**src/rtl/rlg_encoder.sv**
```systemverilog
module rlg_encoder #(
  parameter int MAX_GROUP = 10
) (
  input  logic clk,
  input  logic rst_n,
  input  logic in_valid,
  input  logic in_bit,
  output logic in_ready,
  input  logic eos,
  output logic out_valid,
  output logic out_bit,
  output logic out_last,
  output logic out_pad,
  output logic ovf_err
);
  localparam int RUN_W = MAX_GROUP + 1;
  localparam int GW = $clog2(MAX_GROUP + 1);
  localparam int PW = GW + 1;
  localparam logic [RUN_W-1:0] RUN_MAX = RUN_W'((1 << (MAX_GROUP + 1)) - 3);

  logic             busy, pad_r;
  logic [RUN_W-1:0] run_cnt, val;
  logic [GW-1:0]    grp;
  logic [PW-1:0]    pos;

  function automatic logic [GW-1:0] top_bit(input logic [RUN_W-1:0] v);
    top_bit = '0;
    for (int i = 0; i < RUN_W; i++)
      if (v[i]) top_bit = GW'(i);
  endfunction

  logic             take, term, flush, start;
  logic [RUN_W-1:0] nxt_val;
  assign in_ready = !busy;
  assign take     = in_valid && in_ready;
  assign term     = take && in_bit;
  assign flush    = in_ready && !in_valid && eos && (run_cnt != '0);
  assign start    = term || flush;
  assign nxt_val  = run_cnt + RUN_W'(2);

  logic [PW-1:0]    grp_p, len_m1, tidx;
  logic [RUN_W-1:0] sh;
  assign grp_p  = PW'(grp);
  assign len_m1 = (grp_p << 1) - PW'(1);
  assign tidx   = len_m1 - pos;
  assign sh     = val >> tidx;

  assign out_valid = busy;
  assign out_last  = busy && (pos == len_m1);
  assign out_pad   = busy && pad_r;
  assign out_bit   = busy && ((pos < grp_p) ? (pos < grp_p - PW'(1)) : sh[0]);

  always_ff @(posedge clk or negedge rst_n) begin
    if (!rst_n) begin
      busy    <= 1'b0;
      pad_r   <= 1'b0;
      run_cnt <= '0;
      val     <= '0;
      grp     <= '0;
      pos     <= '0;
      ovf_err <= 1'b0;
    end else if (busy) begin
      if (out_last) busy <= 1'b0;
      else          pos  <= pos + PW'(1);
    end else if (start) begin
      busy    <= 1'b1;
      pos     <= '0;
      val     <= nxt_val;
      grp     <= top_bit(nxt_val);
      pad_r   <= flush;
      run_cnt <= '0;
    end else if (take) begin
      if (run_cnt == RUN_MAX) ovf_err <= 1'b1;
      else                    run_cnt <= run_cnt + RUN_W'(1);
    end
  end
endmodule

```
**config.mk**
```make
export PLATFORM = sky130hd
export DESIGN_NAME = rlg_encoder
export DESIGN_NICKNAME = d
export VERILOG_FILES = /design/src/rtl/rlg_encoder.sv
export SDC_FILE = /design/constraint.sdc
export NUM_CORES = 1
export LEC_CHECK = 0
export BUFFER_PORTS_ARGS = -buffer_cell sky130_fd_sc_hd__buf_2
export CAP_MARGIN = 10
export CORE_ASPECT_RATIO = 2
export CORE_MARGIN = 2
export CORE_UTILIZATION = 35
export CTS_BUF_LIST = sky130_fd_sc_hd__clkbuf_4 sky130_fd_sc_hd__clkbuf_8
export DETAILED_ROUTE_END_ITERATION = 8
export SETUP_SLACK_MARGIN = 0.4
export SLEW_MARGIN = 15
export SYNTH_ARGS = -nofsm -noshare
export SYNTH_HDL_FRONTEND = slang
export SYNTH_SLANG_ARGS = --single-unit
```
**constraint.sdc**
```tcl
create_clock -name clk -period 4.2 [get_ports clk]
set_input_delay 0.21 -clock clk [delete_from_list [all_inputs] [get_ports clk]]
set_output_delay 0.21 -clock clk [all_outputs]
set_load 0.1 [all_outputs]
```
==> flow_metrics.py, run 1 <==
metrics = {
    "timing": {
        "worstMarginPinSlew_ns": 0.9279,
        "hold_slack_ns": -0.01180,
        "setup_violations": 0,
        "fin_crit_sh_pct": 75.40,
        "fin_worst_skew_ns": 0.01059,
        "finalHoldViolCount": 19,
        "period_needed_ns": 3.167,
        "setup_tns_ns": 0,
        "slew_viol_final": 0,
        "relSlewSlack_pct": 38.14,
        "fin_ws_ns": 1.033,
        "fmaxAchievable_mhz": 315.8,
        "rsz0062_at_grt": "false",
    },
    "synthesis": {
        "synth.area.top_cells": "dfrtp_1 (35%), ha_1 (9.4%), o21ai_0 (4.8%), xnor2_1 (4.0%), nor2_1 (3.4%)",
        "ys_warn_count": 0,
        "synth-edff-count": 0,
        "syn-num-nets": 288,
        "synth_top_cell_by_area": "dfrtp_1",
        "async_reset_ff_share_pct": 100.0,
        "synth_ff_type": "dfrtp_1",
        "yosysSeqAreaShare_pct": 35.42,
        "ys_types": 54,
        "ys_ff_latch": 34,
        "syn-mean-instance-area_sq_um": 9.065,
        "synth_area_sq_mm": 0.002402,
        "synthCells": 265,
        "yosysTopAreaCellShare_pct": 35.42,
    },
    "global_route": {
        "grt_pass1_wl_um": 9280,
        "grt_use_met2_pct": 31.85,
        "track_usage_pct": 16.09,
        "grt_pass1_vias": 1983,
        "grt_max_degree": 35,
        "grt_overflow": 0,
        "grtUsageMet3_pct": 2.783,
        "grt-busiest-layer": "met2",
        "antenna_found_initial": 0,
        "grt.met1_usage_pct": 13.28,
    },
    "clock_tree": {
        "holdBufCountCts": 0,
        "clkLatencyLatePin_ns": 0.30,
        "cts_max_level": 2,
        "postCtsSetupBuffers": 0,
        "numClockSinks": 34,
        "cts_buffers": 5,
        "cts_tree": "done",
        "clk_path_buf_depth": 2,
        "post_cts_resized": 0,
        "clkTransAtPathRegs_ns": 0.07,
        "cts_root_buffer": "clkbuf_8",
    },
    "route": {
        "wirelength_um": 5570,
        "num_vias": 1966,
        "drtIter0Drc": 78,
        "drcViolationCount": 0,
        "dr.pass1.iters": 4,
        "viasPerCell": 5.476,
        "ant_nets": 0,
        "drt-wirelength-per-cell_um": 15.52,
    },
    "setup_path": {
        "cp_max_fo": 5,
        "worstSetupEndpointType": "primary output",
        "required_ns": 3.99,
        "cp-start-kind": "flop",
        "crit_type": "reg -> out",
        "critical_path_arrival_ns": 2.96,
        "r2r.worst_path.cells": 6,
    },
    "layout": {
        "diodes": 0,
        "multi_input_area_sq_mm": 0.001419,
        "area.growth.synth_to_final_pct": 10.16,
        "layout_commonest_cell": "dfrtp_1",
        "drive_gt1_share_pct": 11.44,
        "final_cell_mix": "dfrtp_1 (34), o21ai_0 (23), nor2_1 (22)",
        "fillCellCount": 711,
        "ff_latch_area_sq_um": 850.8,
        "nets": 293,
    },
    "pwr": {
        "p_leak_nw": 1.134,
        "ir_drop_uv": 242.1,
        "powerDensity_mw_per_mm2": 799.6,
    },
    "status": {
        "status": "finished, violations left",
        "violations": "hold timing",
    },
    "die": {
        "rows": 42,
        "pin_count": 11,
        "design.core.area_sq_mm": 0.006621,
        "initial_core_util_pct": 36.28,
        "die_width_um": 62.58,
        "die_y_um": 121.2,
        "fp.dieArea_sq_mm": 0.007583,
    },
    "place": {
        "dp_hpwl_um": 4361,
        "place.port_buffers": 10,
        "pre_cts_slack_ns": 1.370,
        "gp_congestion": 0.8305,
    },
    "flow_run": {
        "maxCapViolCount": 0,
    },
    "min_path": {
        "hp-class": "in -> async",
    },
}
path summary, 6_finish.rpt:
kind	startpoint	to	slack [ns]
min in group clk	in_valid	pad_r	0.13
setup / recovery	grp[0]	out_bit	1.03
max in group asynchronous	rst_n	val[4]	3.71
setup reg to reg	run_cnt[1]	grp[3]	1.74
hold reg to reg	ovf_err	ovf_err	0.46
hold / removal	rst_n	run_cnt[9]	-0.01
critical path, cell delays in order, from the launching register on:
cell and delay, ns:
dfrtp_1 0.43, inv_1 0.10, ha_1 0.23, xor2_1 0.17, ha_1 0.34, o21ai_0 0.10
o2bb2ai_1 0.22, mux2i_1 0.10, or2_2 0.29, a221oi_2 0.23, buf_2 0.46
where the power goes:
| part | switching (mW) | total [mW] | internal, mW |
|---|---|---|---|
| Clock | 0.128 | 0.366 | 0.238 |
| Sequential | 0.120 | 0.531 | 0.410 |
| Combinational | 0.770 | 1.22 | 0.449 |
| Total | 1.02 | 2.12 | 1.10 |
stage by stage:
step	instance area [sq um]	cells	total power [mW]	utilization, %
2_1_floorplan	2402	265	1.514	-
3_3_place_gp	2509	351	1.732	37.89
3_5_place_dp	2509	351	1.760	37.89
4_1_cts	2646	359	2.133	39.97
5_1_grt	2646	359	2.275	39.97
6_report	2646	359	2.116	39.97
synthesized netlist by cell type, drive strengths merged, types with 6 or more instances:
cell	n
nor3	8
ha	18
o21ai	23
xor2	6
clkbuf	6
buf	8
dfrtp	34
inv	17
nand2	19
nor2	22
or3	7
xnor2	11
a21oi	14
nand3	8
cell families (layout without fill, tap and decap cells):
family                     after synthesis  in the layout  synth area share, %
and+or+nand+nor                         88             88                18.49
AOI/OAI and AO/OA                       68             68                19.32
DFF                                     34             34                35.42
buffers and inverters                   31             37                5.521
adders and majority gates               18             18                9.375
xor gates and xnor gates                18             18                7.135
muxes                                    8              8                4.740
routing by layer:
metal	wire length [um]	part of all wire, %	vias up
met1	1793	32	943
met5	0	0	-
met4	359	6.4	0
met2	3275	59	41
li1	-	-	961
met3	142	2.5	21
registers in the layout (all words and copies together), names as in the netlist:
signal / flops
pad_r: 1
run_cnt: 11
ovf_err: 1
pos: 5
val: 11
grp: 4
out_valid: 1
area by class of cell:
| type | count | area share [%] |
|---|---|---|
| sequential | 34 | 32.15 |
| clock inverter | 3 | 2.600 |
| timing repair buffer | 12 | 2.459 |
| tap | 88 | 4.161 |
| inverter | 17 | 2.411 |
| multi-input combinational | 200 | 53.62 |
| clock buffer | 5 | 2.600 |
No activity file was read; power rests on OpenSTA's default activity.
==> run 2: changes to the inputs <==
==> constraint.sdc (replaced) <==
create_clock -name clk -period 2.85 [get_ports clk]
set_input_delay 0.1425 -clock clk [delete_from_list [all_inputs] [get_ports clk]]
set_output_delay 0.1425 -clock clk [all_outputs]
set_load 0.1 [all_outputs]
==> run 2 against run 1 <==
  * Cell count grew 2.5%
  * Largest cell class unchanged
  * Setup slack lost 0.88 ns
  * Via count shrank 2.3%
  * Clock-buffer cell count is the same
  * The run now ends clean
  * Total power grew 63%
  * Sequential power grew 44%
  * Die area is the same
  * Clock power grew 20%
  * Utilization grew 2.4 points
==> flow_metrics.py, run 2 (synthesis gave the netlist of run 1 again) <==
metrics = {
    "status": {
        "status": "finished clean",
    },
    "timing": {
        "setup_tns_ns": 0,
        "relSlewSlack_pct": 49.16,
        "period_needed_ns": 2.693,
        "fin_ws_ns": 0.1571,
        "fin_worst_skew_ns": 0.004853,
        "slew_viol_final": 0,
        "worstMarginPinSlew_ns": 0.7627,
        "finalHoldViolCount": 0,
        "fin_crit_sh_pct": 94.49,
        "setup_violations": 0,
        "fmaxAchievable_mhz": 371.3,
        "rsz0062_at_grt": "true",
    },
    "route": {
        "viasPerCell": 5.217,
        "drtIter0Drc": 36,
        "dr.pass1.iters": 4,
        "wirelength_um": 5610,
        "drcViolationCount": 0,
        "num_vias": 1920,
        "drt-wirelength-per-cell_um": 15.24,
        "ant_nets": 0,
    },
    "global_route": {
        "antenna_found_initial": 0,
        "grt_overflow": 0,
        "grt_max_degree": 35,
        "grt_pass1_wl_um": 9259,
        "grt_pass1_vias": 1892,
        "track_usage_pct": 16.11,
    },
    "layout": {
        "finalInstanceArea_sq_mm": 0.002805,
        "final_cell_mix": "dfrtp_1 (32), o21ai_0 (23), nor2_1 (22)",
        "fin_util_pct": 42.37,
        "largestRegisters": "run_cnt (11), val (11), pos (5)",
        "area.growth.synth_to_final_pct": 16.77,
        "nets": 302,
        "diodes": 0,
        "drive_gt1_share_pct": 18.21,
        "fillCellCount": 706,
        "final_cells": 368,
        "layout_commonest_cell": "dfrtp_1",
    },
    "setup_path": {
        "slowest_stage": "dfrtp_1",
        "cp_max_fo": 5,
        "path_cells": "inv_2, ha_4, inv_1, ha_4, nand2b_1, a21oi_1, xor2_1, or3_4, a221oi_4, buf_12",
        "crit_type": "reg -> out",
        "critical_path_arrival_ns": 2.55,
        "cpMostUsedCell": "ha_4",
        "required_ns": 2.71,
        "worstSetupEndpointType": "primary output",
        "slowest_delay_ns": 0.37,
        "cp-start-kind": "flop",
    },
    "pwr": {
        "powerDensity_mw_per_mm2": 1229,
        "p_leak_nw": 1.180,
        "ir_drop_uv": 400.0,
    },
    "place": {
        "gp_congestion": 0.8214,
        "place.port_buffers": 10,
        "dp_hpwl_um": 4443,
        "pre_cts_slack_ns": 0.3088,
        "place_area_sq_mm": 0.002592,
        "dp_cells": 354,
    },
    "clock_tree": {
        "cts_root_buffer": "clkbuf_8",
        "clkTransAtPathRegs_ns": 0.07,
        "cts_buffers": 5,
        "clkLatencyLatePin_ns": 0.30,
        "clk_path_buf_depth": 2,
        "numClockSinks": 34,
        "cts_max_level": 2,
        "cts_tree": "done",
    },
    "die": {
        "design.core.area_sq_mm": 0.006621,
        "fp.dieArea_sq_mm": 0.007583,
        "die_width_um": 62.58,
        "initial_core_util_pct": 36.28,
        "die_y_um": 121.2,
        "rows": 42,
        "pin_count": 11,
    },
    "flow_run": {
        "maxCapViolCount": 0,
    },
    "min_path": {
        "hp-class": "in -> reg",
    },
}
-- run 2: worst paths after layout --
path                            start         end  slack (ns)  cells after the start
max reg2reg                run_cnt[1]      grp[1]        0.60                      7
min in group asynchronous       rst_n  run_cnt[5]        0.46                      2
max in group asynchronous       rst_n      grp[2]        1.86                      2
min reg2reg                   ovf_err     ovf_err        0.46                      1
min                          in_valid       pad_r        0.06                      2
max                            grp[1]     out_bit        0.16                     10
-- run 2: critical path: cells and delay by family (launching register included) --
family | cells | cell delay, ns
buffers and inverters | 3 | 0.33
DFF | 1 | 0.37
adders and majority gates | 2 | 0.55
AOI/OAI and AO/OA | 2 | 0.48
xor gates and xnor gates | 1 | 0.11
and+or+nand+nor | 2 | 0.40
-- run 2: timing repair --
action,in CTS,in global routing
pin swaps,4,3
setup endpoints to repair,2,2
gates resized for setup,7,3
hold buffers,1,0
endpoints found under the hold margin,34,0
buffers inserted,4,1
-- run 2: power by group --
part           internal (mW)  switching (mW)  total, mW
registers              0.607           0.160      0.766
clock network          0.257           0.182      0.439
logic                  0.953            1.29       2.24
total                   1.82            1.63       3.45
-- run 2: metrics by stage --
step | power (mW) | hold slack, ns
finish | 3.447 | 0.05848
global route | 3.681 | 0.06311
CTS | 3.444 | 0.04734
detailed placement | 2.856 | 0.2698
global placement | 2.827 | 0.2661
floorplan | 2.364 | -0.1531
-- run 2: cell type report --
cell class / count / area (sq um) / share of cell area (%)
clock inverters: 3 / 40.04 / 1.427
flip-flops and latches: 34 / 853.3 / 30.42
inverters: 17 / 67.56 / 2.409
repair buffers: 21 / 152.6 / 5.442
multi-input cells: 200 / 1513 / 53.93
clock buffers: 5 / 68.82 / 2.453
well taps: 88 / 110.1 / 3.925
-- run 2: layer usage --
layer	vias up	wire [um]	part of all wire [%]	global-route usage [%]
met1	896	1889	34	14.71
met4	0	233	4.2	10.42
met5	-	0	0	0
met2	29	3395	61	31.99
met3	13	92	1.6	2.226
li1	982	-	-	-
==> run 3: changes to the inputs <==
--- a/config.mk
+++ b/config.mk
@@ -5,6 +5,7 @@
 export SDC_FILE = /design/constraint.sdc
 export NUM_CORES = 1
 export LEC_CHECK = 0
+export ABC_AREA = 1
 export BUFFER_PORTS_ARGS = -buffer_cell sky130_fd_sc_hd__buf_2
 export CAP_MARGIN = 10
 export CORE_ASPECT_RATIO = 2
==> run 3 against run 2 <==
  * Maximum frequency grew 10%
  * Sequential power grew 9.8%
  * Sequential share of layout area shrank 0.81 points
  * Combinational power grew 17%
  * Highest routed layer unchanged
==> flow_metrics.py, run 3 <==
metrics = {
    "status": {
        "status": "finished clean",
    },
    "global_route": {
        "antenna_found_initial": 0,
        "grt_overflow": 0,
        "grt_pass1_wl_um": 10870,
        "track_usage_pct": 18.33,
        "grt_max_degree": 35,
        "grt_pass1_vias": 2275,
    },
    "layout": {
        "largestRegisters": "run_cnt (11), val (11), pos (5)",
        "final_cell_mix": "nand2_1 (98), inv_1 (44), dfrtp_1 (33)",
        "nets": 382,
        "layout_commonest_cell": "nand2_1",
        "diodes": 0,
        "drive_gt1_share_pct": 17.22,
        "finalInstanceArea_sq_mm": 0.002878,
        "area.growth.synth_to_final_pct": 14.26,
    },
    "synthesis": {
        "ys_warn_count": 0,
        "yosys.area_share.simple_pct": 31.45,
        "ys_ff_latch": 34,
        "synth-edff-count": 0,
        "synthAdderAreaFrac_pct": 8.942,
        "yosys.area_share.xor_xnor_pct": 5.216,
        "yosysTopAreaCellShare_pct": 33.78,
        "synth_top_family_by_area": "simple AND/OR/NAND/NOR gates",
        "ys_types": 34,
        "synth_top_cell_by_area": "dfrtp_1",
        "syn-mean-instance-area_sq_um": 7.365,
        "synth_commonest_cells": "nand2_1 (100), inv_1 (47), dfrtp_1 (34), nand3_1 (30), nor2_1 (23)",
        "synth_ff_type": "dfrtp_1",
        "synthCells": 342,
        "yosysSeqAreaShare_pct": 33.78,
        "synth.area.top_cells": "dfrtp_1 (34%), nand2_1 (15%), ha_1 (8.9%), inv_1 (7.0%), nand3_1 (6.0%)",
        "synth_area_sq_mm": 0.002519,
        "synth_mux_area_share_pct": 0,
        "syn-num-nets": 365,
        "yosysMostFrequentCell": "nand2_1",
        "async_reset_ff_share_pct": 100.0,
        "synth-compound-area-share_pct": 10.38,
    },
    "timing": {
        "slew_viol_final": 0,
        "fin_worst_skew_ns": 0.003639,
        "rsz0062_at_grt": "true",
        "setup_violations": 0,
        "fmaxAchievable_mhz": 408.9,
        "hold_slack_ns": 0.2584,
        "period_needed_ns": 2.446,
        "relSlewSlack_pct": 48.49,
        "fin_ws_ns": 0.4043,
        "worstMarginPinSlew_ns": 0.7726,
        "setup_tns_ns": 0,
        "fin_crit_sh_pct": 85.81,
        "finalHoldViolCount": 0,
    },
    "route": {
        "viasPerCell": 4.940,
        "dr.pass1.iters": 4,
        "wirelength_um": 6476,
        "ant_nets": 0,
        "drcViolationCount": 0,
        "num_vias": 2223,
        "drtIter0Drc": 96,
        "drt-wirelength-per-cell_um": 14.39,
    },
    "clock_tree": {
        "cts_max_level": 2,
        "clkTransAtPathRegs_ns": 0.07,
        "clk_path_buf_depth": 2,
        "cts_tree": "done",
        "clkLatencyLatePin_ns": 0.30,
        "cts_buffers": 5,
        "cts_root_buffer": "clkbuf_8",
        "numClockSinks": 34,
    },
    "setup_path": {
        "worstSetupEndpointType": "primary output",
        "critical_path_arrival_ns": 2.30,
        "cp_max_fo": 4,
        "path_cells": "inv_2, ha_4, xnor2_4, inv_2, ha_4, nand2_1, nor2_1, nor2_1, nand3b_1, nand2_1, nor2_2, nor2_2, nor2_4, buf_12",
        "cp-start-kind": "flop",
        "slowest_stage": "dfrtp_1",
        "slowest_delay_ns": 0.38,
        "crit_type": "reg -> out",
        "required_ns": 2.71,
    },
    "die": {
        "rows": 43,
        "die_y_um": 124.0,
        "die_width_um": 63.99,
        "fp.dieArea_sq_mm": 0.007932,
        "design.core.area_sq_mm": 0.006940,
        "pin_count": 11,
        "initial_core_util_pct": 36.29,
    },
    "pwr": {
        "p_sw_mw": 2.033,
        "ir_drop_uv": 537.9,
        "p_int_mw": 1.808,
        "p_sw_share_pct": 52.92,
        "powerDensity_mw_per_mm2": 1335,
        "pwr-share-clk_pct": 10.0,
        "comb_power_share_pct": 68.1,
        "p_leak_nw": 1.439,
        "seqPwrFrac_pct": 21.9,
        "power_mw": 3.841,
    },
    "min_path": {
        "hp-class": "in -> reg",
    },
    "place": {
        "gp_congestion": 0.9004,
        "dp_hpwl_um": 5021,
        "place.port_buffers": 10,
        "pre_cts_slack_ns": 0.4315,
        "place_area_sq_mm": 0.002656,
    },
    "flow_run": {
        "maxCapViolCount": 0,
    },
}
run 3: cell count changes after synthesis, sizes merged, moves of 3 or more:
| cell | previous run | this run |
|---|---|---|
| or3 | 7 | 0 |
| nand3 | 8 | 31 |
| and2 | 3 | 0 |
| xor2 | 6 | 13 |
| clkbuf | 6 | 0 |
| o31ai | 2 | 5 |
| mux2i | 5 | 0 |
| inv | 17 | 50 |
| xnor2 | 11 | 2 |
| a21oi | 14 | 8 |
| nor2 | 22 | 30 |
| nor3 | 8 | 3 |
| nand2 | 19 | 105 |
| nand2b | 4 | 0 |
run 3: path summary, 6_finish.rpt:
path,slack [ns],depth (start not counted),startpoint,endpoint
worst max-delay path,0.40,14,grp[0],out_bit
worst min-delay path,0.26,4,eos,pad_r
worst max register to register,0.82,9,run_cnt[1],run_cnt[7]
worst min register to register,0.45,1,ovf_err,ovf_err
max in group asynchronous,1.85,2,rst_n,pos[1]
min in group asynchronous,0.46,2,rst_n,run_cnt[3]
run 3: timing repair:
item,4_1_cts,5_1_grt
pin swaps,0,7
endpoints found under the hold margin,34,0
setup endpoints to repair,2,2
gates resized for setup,6,14
setup buffers,2,2
hold buffers,1,0
run 3: power by group through the flow:
stage                     Sequential (mW)  Combinational [mW]  Clock, mW
after floorplan                     0.824                1.79          0
after global placement              0.843                2.33          0
after detailed placement            0.850                2.35          0
after CTS                           0.834                2.48      0.401
after global routing                0.872                2.93      0.423
final                               0.841                2.62      0.384
run 3: critical path: cells and delay by family, from the launching register on:
family / cells / cell delay, ns
DFF: 1 / 0.38
adders and majority gates: 2 / 0.40
xor gates and xnor gates: 1 / 0.12
and+or+nand+nor: 8 / 0.75
buffers and inverters: 3 / 0.35
run 3: cell families (layout without fill, tap and decap cells):
kind of cell    count (synthesis)  after routing
simple gates                  177            177
buf+inv                        57             75
compound gates                 41             41
flops                          34             34
fa+ha+maj                      18             18
xor+xnor                       15             15
run 3: metal layers:
metal	wire length, um	global-route usage [%]
met5	0	0
met4	385	12.09
met3	118	2.891
met2	3728	35.74
met1	2243	16.94
run 3: per-stage QoR:
step | util, % | cells
2_1_floorplan | - | 342
3_3_place_gp | 38.27 | 437
5_1_grt | 41.46 | 450
3_5_place_dp | 38.27 | 437
4_1_cts | 40.54 | 448
6_report | 41.46 | 450
run 3: layout make-up:
type	instances	area [sq um]
Clock inverter	1	5.005
Inverter	51	202.7
Sequential cell	34	852.1
Tap cell	90	112.6
Multi-Input combinational cell	251	1496
Timing Repair Buffer	16	118.9
Fill cell	725	4063
Clock buffer	7	90.09
